===== src/rtl/adc2w_pkg.sv =====
package adc2w_pkg;

   typedef enum logic [1:0] {
      ST_IDLE = 2'd0,
      ST_WAIT = 2'd1,
      ST_RUN  = 2'd2
   } adc2w_state_e;

   // Pulses in one frame: the data bits plus, when SCK rests high, one restart pulse
   function automatic int pulses_per_frame(input int data_w, input bit idle_high);
      return idle_high ? data_w + 1 : data_w;
   endfunction

endpackage


===== src/rtl/adc2w_sck_gen.sv =====
module adc2w_sck_gen #(
   parameter int HALF_DIV = 4,
   parameter int EDGES    = 34,
   parameter bit IDLE_LVL = 1'b1
) (
   input  logic clk,
   input  logic rst_n,
   input  logic run,
   output logic sck,
   output logic rise_tick,
   output logic last_tick
);

   localparam int HW = (HALF_DIV > 1) ? $clog2(HALF_DIV) : 1;
   localparam int EW = $clog2(EDGES + 1);

   logic [HW-1:0] hcnt;
   logic [EW-1:0] ecnt;
   logic          sck_q;
   logic          tick;

   assign tick      = run && (hcnt == HW'(HALF_DIV - 1));
   assign rise_tick = tick && !sck_q;
   assign last_tick = tick && (ecnt == EW'(EDGES - 1));
   assign sck       = sck_q;

   always_ff @(posedge clk or negedge rst_n) begin
      if (!rst_n) begin
         hcnt  <= '0;
         ecnt  <= '0;
         sck_q <= IDLE_LVL;
      end else if (!run) begin
         hcnt  <= '0;
         ecnt  <= '0;
         sck_q <= IDLE_LVL;
      end else if (tick) begin
         hcnt  <= '0;
         ecnt  <= ecnt + 1'b1;
         sck_q <= ~sck_q;
      end else begin
         hcnt  <= hcnt + 1'b1;
      end
   end

   AST_EDGE_LIMIT: assert property (@(posedge clk) disable iff (!rst_n)
      run |-> (ecnt < EW'(EDGES)));

endmodule


===== src/rtl/adc2w_eoc.sv =====
module adc2w_eoc #(
   parameter bit IDLE_HIGH = 1'b1,
   parameter int CONV_WAIT = 600
) (
   input  logic clk,
   input  logic rst_n,
   input  logic sdo,
   input  logic frame_end,
   output logic ready
);

   generate
      if (IDLE_HIGH) begin : g_flag
         // Ready flag is SDO low, taken on two consecutive samples
         logic sdo_q;
         always_ff @(posedge clk or negedge rst_n) begin
            if (!rst_n)         sdo_q <= 1'b1;
            else if (frame_end) sdo_q <= 1'b1;
            else                sdo_q <= sdo;
         end
         assign ready = ~sdo & ~sdo_q;
      end else begin : g_timer
         localparam int TW = $clog2(CONV_WAIT + 1);
         logic [TW-1:0] wait_cnt;
         always_ff @(posedge clk or negedge rst_n) begin
            if (!rst_n)                          wait_cnt <= '0;
            else if (frame_end)                  wait_cnt <= '0;
            else if (wait_cnt != TW'(CONV_WAIT)) wait_cnt <= wait_cnt + 1'b1;
         end
         assign ready = (wait_cnt == TW'(CONV_WAIT));
      end
   endgenerate

endmodule


===== src/rtl/adc2w_shifter.sv =====
module adc2w_shifter #(
   parameter int DATA_W = 16
) (
   input  logic              clk,
   input  logic              rst_n,
   input  logic              run,
   input  logic              take,
   input  logic              sdo,
   output logic [DATA_W-1:0] data,
   output logic              valid
);

   localparam int CW = $clog2(DATA_W + 1);

   logic [DATA_W-2:0] sh;
   logic [CW-1:0]     cnt;

   always_ff @(posedge clk or negedge rst_n) begin
      if (!rst_n) begin
         sh    <= '0;
         cnt   <= '0;
         data  <= '0;
         valid <= 1'b0;
      end else begin
         valid <= 1'b0;
         if (!run) begin
            cnt <= '0;
         end else if (take && (cnt < CW'(DATA_W))) begin
            sh  <= {sh[DATA_W-3:0], sdo};
            cnt <= cnt + 1'b1;
            if (cnt == CW'(DATA_W - 1)) begin
               data  <= {sh, sdo};
               valid <= 1'b1;
            end
         end
      end
   end

   AST_CAPTURE_COUNT: assert property (@(posedge clk) disable iff (!rst_n)
      valid |-> (cnt == CW'(DATA_W)));

endmodule


===== src/rtl/adc2w_reader.sv =====
module adc2w_reader
   import adc2w_pkg::*;
#(
   parameter int DATA_W    = 16,
   parameter int HALF_DIV  = 4,
   parameter bit IDLE_HIGH = 1'b1,
   parameter int CONV_WAIT = 600
) (
   input  logic              clk,
   input  logic              rst_n,
   input  logic              start,
   input  logic              sdo,
   output logic              sck,
   output logic              busy,
   output logic [DATA_W-1:0] result,
   output logic              result_valid
);

   localparam int   PULSES   = pulses_per_frame(DATA_W, IDLE_HIGH);
   localparam int   EDGES    = 2 * PULSES;
   localparam logic IDLE_LVL = IDLE_HIGH;

   generate
      if (DATA_W < 4)   begin : g_bad_width $error("DATA_W must be at least 4");   end
      if (HALF_DIV < 1) begin : g_bad_div   $error("HALF_DIV must be at least 1"); end
      if (!IDLE_HIGH && CONV_WAIT < 1) begin : g_bad_wait
         $error("CONV_WAIT must be at least 1 in idle-low mode");
      end
   endgenerate

   adc2w_state_e state;
   logic         run;
   logic         ready;
   logic         rise_tick;
   logic         last_tick;

   always_ff @(posedge clk or negedge rst_n) begin
      if (!rst_n) begin
         state <= ST_IDLE;
      end else begin
         unique case (state)
            ST_IDLE: if (start)     state <= ST_WAIT;
            ST_WAIT: if (ready)     state <= ST_RUN;
            ST_RUN:  if (last_tick) state <= ST_IDLE;
            default:                state <= ST_IDLE;
         endcase
      end
   end

   assign busy = (state != ST_IDLE);
   assign run  = (state == ST_RUN);

   adc2w_eoc #(
      .IDLE_HIGH (IDLE_HIGH),
      .CONV_WAIT (CONV_WAIT)
   ) u_eoc (
      .clk       (clk),
      .rst_n     (rst_n),
      .sdo       (sdo),
      .frame_end (last_tick),
      .ready     (ready)
   );

   adc2w_sck_gen #(
      .HALF_DIV (HALF_DIV),
      .EDGES    (EDGES),
      .IDLE_LVL (IDLE_LVL)
   ) u_sck_gen (
      .clk       (clk),
      .rst_n     (rst_n),
      .run       (run),
      .sck       (sck),
      .rise_tick (rise_tick),
      .last_tick (last_tick)
   );

   adc2w_shifter #(
      .DATA_W (DATA_W)
   ) u_shifter (
      .clk   (clk),
      .rst_n (rst_n),
      .run   (run),
      .take  (rise_tick),
      .sdo   (sdo),
      .data  (result),
      .valid (result_valid)
   );

   AST_VALID_ONE_CYCLE: assert property (@(posedge clk) disable iff (!rst_n)
      result_valid |=> !result_valid);
   AST_RESULT_HOLD: assert property (@(posedge clk) disable iff (!rst_n)
      !$stable(result) |-> result_valid);
   AST_SCK_REST: assert property (@(posedge clk) disable iff (!rst_n)
      !busy |-> (sck == IDLE_LVL));
   AST_VALID_IN_FRAME: assert property (@(posedge clk) disable iff (!rst_n)
      result_valid |-> busy);

   generate
      if (IDLE_HIGH) begin : g_chk_flag
         AST_HOLD_FOR_FLAG: assert property (@(posedge clk) disable iff (!rst_n)
            (state == ST_WAIT && sdo) |=> (state == ST_WAIT && sck == IDLE_LVL));
      end else begin : g_chk_timer
         AST_HOLD_FOR_TIMER: assert property (@(posedge clk) disable iff (!rst_n)
            (state == ST_WAIT) |=> (sck == IDLE_LVL));
      end
   endgenerate

endmodule


===== config.mk =====
export PLATFORM = sky130hd
export DESIGN_NAME = adc2w_reader
export DESIGN_NICKNAME = d
export VERILOG_FILES = /design/src/rtl/adc2w_pkg.sv /design/src/rtl/adc2w_sck_gen.sv /design/src/rtl/adc2w_eoc.sv /design/src/rtl/adc2w_shifter.sv /design/src/rtl/adc2w_reader.sv
export SDC_FILE = /design/constraint.sdc
export NUM_CORES = 1
export LEC_CHECK = 0
export BUFFER_PORTS_ARGS = -buffer_cell sky130_fd_sc_hd__buf_2
export CORE_ASPECT_RATIO = 2
export CORE_MARGIN = 2
export CORE_UTILIZATION = 50
export DETAILED_ROUTE_END_ITERATION = 16
export HOLD_SLACK_MARGIN = 0.08
export MAX_ROUTING_LAYER = met4
export PLACE_DENSITY = 0.79
export RECOVER_POWER = 50
export SLEW_MARGIN = 20
export SYNTH_ARGS = -nofsm -noshare
export SYNTH_HDL_FRONTEND = slang
export SYNTH_HIERARCHICAL = 1
export SYNTH_SLANG_ARGS = --single-unit

===== constraint.sdc =====
create_clock -name clk -period 6.7 [get_ports clk]
set_clock_uncertainty 0.1 [all_clocks]
set_input_delay 2.01 -clock clk [delete_from_list [all_inputs] [get_ports clk]]
set_output_delay 2.01 -clock clk [all_outputs]
set_load 0.01 [all_outputs]

==> metrics.cfg <==
[status]
status = finished, violations left
violations = max-capacitance violations, max-slew violations

[final_layout]
drive_gt1_share_pct = 38.6
syn2layout_area_growth_pct = 10.0
n_antenna_cell = 0
fin_nets = 179
final_area_sq_um = 2340

[synth]
synth_area_per_cell_sq_um = 14.5
synth_area_sq_um = 2130
syn_nets = 156
synth_edf_count = 0
synth_cells = 147
synthArstFlopShare_pct = 100
seq_area_frac_synth_pct = 57.7
ys_warn_count = 6
synth.distinct_cells = 35
ys_ff_latch = 49
synthFlopType = dfrtp_1

[hold_path]
hold_class = reg2reg
holdPathStages = 1
hold_end = u_sck_gen/hcnt[0]
min_from = u_sck_gen/hcnt[0]

[floorplanning]
die-width_um = 50.2
design.core.area_sq_um = 4090
die-area_sq_um = 4830
fp.dieH_um = 96.3
io_pins = 23
start_util_pct = 52.1
rows = 33

[worst_setup_path]
arrival_ps = 3780
worstPathRequired_ps = 6480
ff2ff_path_depth = 7
cp_top_family = buffers and inverters
slowest_stage = clkbuf_1
cp-end-kind = asynchronous set/reset pin
start_kind = input port
path_class = in2async
path_cells = clkbuf_1
crit-reg2reg-launch = state[0]
r2r_slack_ps = 3800
path_max_fanout = 49
cp_num_buf_inv = 1
critical-path-max-stage-delay_ps = 1750
reg2reg_to = u_shifter/data[12]

[drt]
wirelength_mm = 3.34
drtIter0Drc = 10
drtAntennaViolNets = 0
route.detailed.drc = 0
vias = 1170
routed_via_density = 5.25
drtPass1Iterations = 4
wl_per_cell_um = 15.0

[clocking]
cts_tree = built
cts.hold.buffers_added = 0
cts_made_buffers = 5
cts_buffer_depth = 2
insertion_delay_ps = 290
clkSinkCount = 49
cts_resized = 0
clkTransAtPathRegs_ps = 80
cts_root_buffer = clkbuf_8
cts_setup_buffers = 0
cts.htree.levels = 2

[sta]
slew_viol_final = 50
fin_tns_setup_ps = 0
rsz0062_at_grt = no
fmax_mhz = 250
tightest_slew_ps = 2500
maxSlewHeadroom_pct = -67.0
hold_viol_final = 0
period_minus_slack_ps = 4000
post-route-period-util_pct = 59.7
finalSetupViolCount = 0

[global_routing]
grt_antenna_before_repair = 0
grt_max_degree = 50
grt_pass1_wl_mm = 5.57
overflow = 0
grt_pass1_vias = 1225
groute.usage.overall_pct = 16.0

[pwr]
internal_power_w = 0.000449
power_frac_comb_pct = 9.2
swShare_pct = 23.2
seqPwrFrac_pct = 53.7
netSwitchingPower_w = 0.000136
power_density_nw_per_um2 = 249
ir_drop_mv = 0.205
leakagePower_nw = 1.26
finalPower_w = 0.000585
pwr-share-clk_pct = 37.1

[placed_design]
place_hpwl_mm = 2.40
io_buffers = 22
gp_congestion = 0.795
placed_area_sq_um = 2250

[job]
max-cap-violations = 1

-- placed cells by master (no fill, tap or decap) --
cell	instances
nand4_1	4
a21boi_1	1
clkinvlp_4	1
nand2b_1	3
buf_2	20
xnor2_1	5
and2_1	1
nand3b_1	2
bufinv_16	1
nor4_1	1
nand2_1	7
mux2_4	9
mux2i_1	2
o21ai_0	1
mux2_2	22
a21boi_0	1
nand2_4	1
clkbuf_1	2
nand3_4	1
or3_1	1
and3_1	1
a21oi_2	1
inv_1	4
xor2_1	2
o21ai_2	1
dfstp_2	2
ha_1	5
dfrtp_1	47
or2b_1	1
clkbuf_8	6
nor2b_1	3
or2_1	2
o211a_1	1
nor2_1	3
nand2b_4	1
and2_0	5
-- area by class of cell --
class | count | area [sq um]
Clock buffer | 6 | 82.6
Clock inverter | 2 | 37.5
Fill cell | 340 | 1740
Inverter | 4 | 15.0
Multi-Input combinational cell | 88 | 808
Sequential cell | 49 | 1230
Tap cell | 52 | 65.1
Timing Repair Buffer | 22 | 108
-- cell families after synthesis --
group,share of synthesized area [%]
xor gates and xnor gates,2.88
AOI/OAI and AO/OA,2.23
DFF,57.7
muxes,18.9
buffers and inverters,3.35
and+or+nand+nor,12.0
adders and majority gates,2.94
-- how the worst max path moves through the flow --
stage                     cells past startpoint           endpoint  startpoint
final                                         1  u_sck_gen/ecnt[1]       rst_n
after global routing                          1  u_sck_gen/ecnt[2]       rst_n
after CTS                                     2               busy    state[0]
after detailed placement                      1           state[0]       rst_n
after global placement                        1  u_shifter/data[0]       rst_n
after floorplan                               1               busy    state[0]
-- flip-flops by register name, summed over array words and instances (netlist names) --
signal              flops
state                   2
u_sck_gen/hcnt          2
u_eoc/g_flag.sdo_q      1
u_shifter/data         16
u_shifter/valid         1
u_sck_gen/sck           1
u_shifter/cnt           5
u_shifter/sh           15
u_sck_gen/ecnt          6
-- power groups by stage --
stage | Clock (W) | Combinational (W) | Sequential, W
floorplan | 0 | 0.0000411 | 0.000318
global placement | 0 | 0.0000523 | 0.000319
detailed placement | 0 | 0.0000548 | 0.000320
CTS | 0.000223 | 0.0000557 | 0.000314
global route | 0.000236 | 0.0000596 | 0.000315
finish | 0.000217 | 0.0000539 | 0.000314
-- cell usage after synthesis, types with 2 or more instances --
master,count,area share (%)
xor2_1,2,0.82
nor2b_1,2,0.59
or2_1,2,0.59
mux2i_1,2,0.94
buf_6,4,2.1
nor2_1,3,0.53
ha_1,5,2.9
nand2_1,7,1.2
and2_1,6,1.8
nand3b_1,2,0.70
nand4_1,3,0.88
nand2b_1,3,0.88
dfrtp_1,47,55
inv_1,4,0.70
mux2_2,22,12
xnor2_1,5,2.1
dfstp_2,2,2.5
mux2_4,9,6.3
-- routing by layer --
metal / global-route usage (%) / share of wire [%] / vias up
li1: - / - / 541
met1: 17.9 / 40 / 603
met2: 27.0 / 56 / 24
met3: 3.42 / 2.9 / 2
met4: 7.41 / 0.54 / 0
met5: - / 0 / -
-- through the flow --
step	hold WS (ps)	cells	utilization (%)	setup slack (ps)
floorplan	309	147	-	3950
global placement	321	215	55.0	3740
detailed placement	337	215	55.0	3670
CTS	346	223	58.0	3510
global route	358	223	57.4	2150
finish	340	223	57.4	2700
No activity file was read; power rests on OpenSTA's default activity.
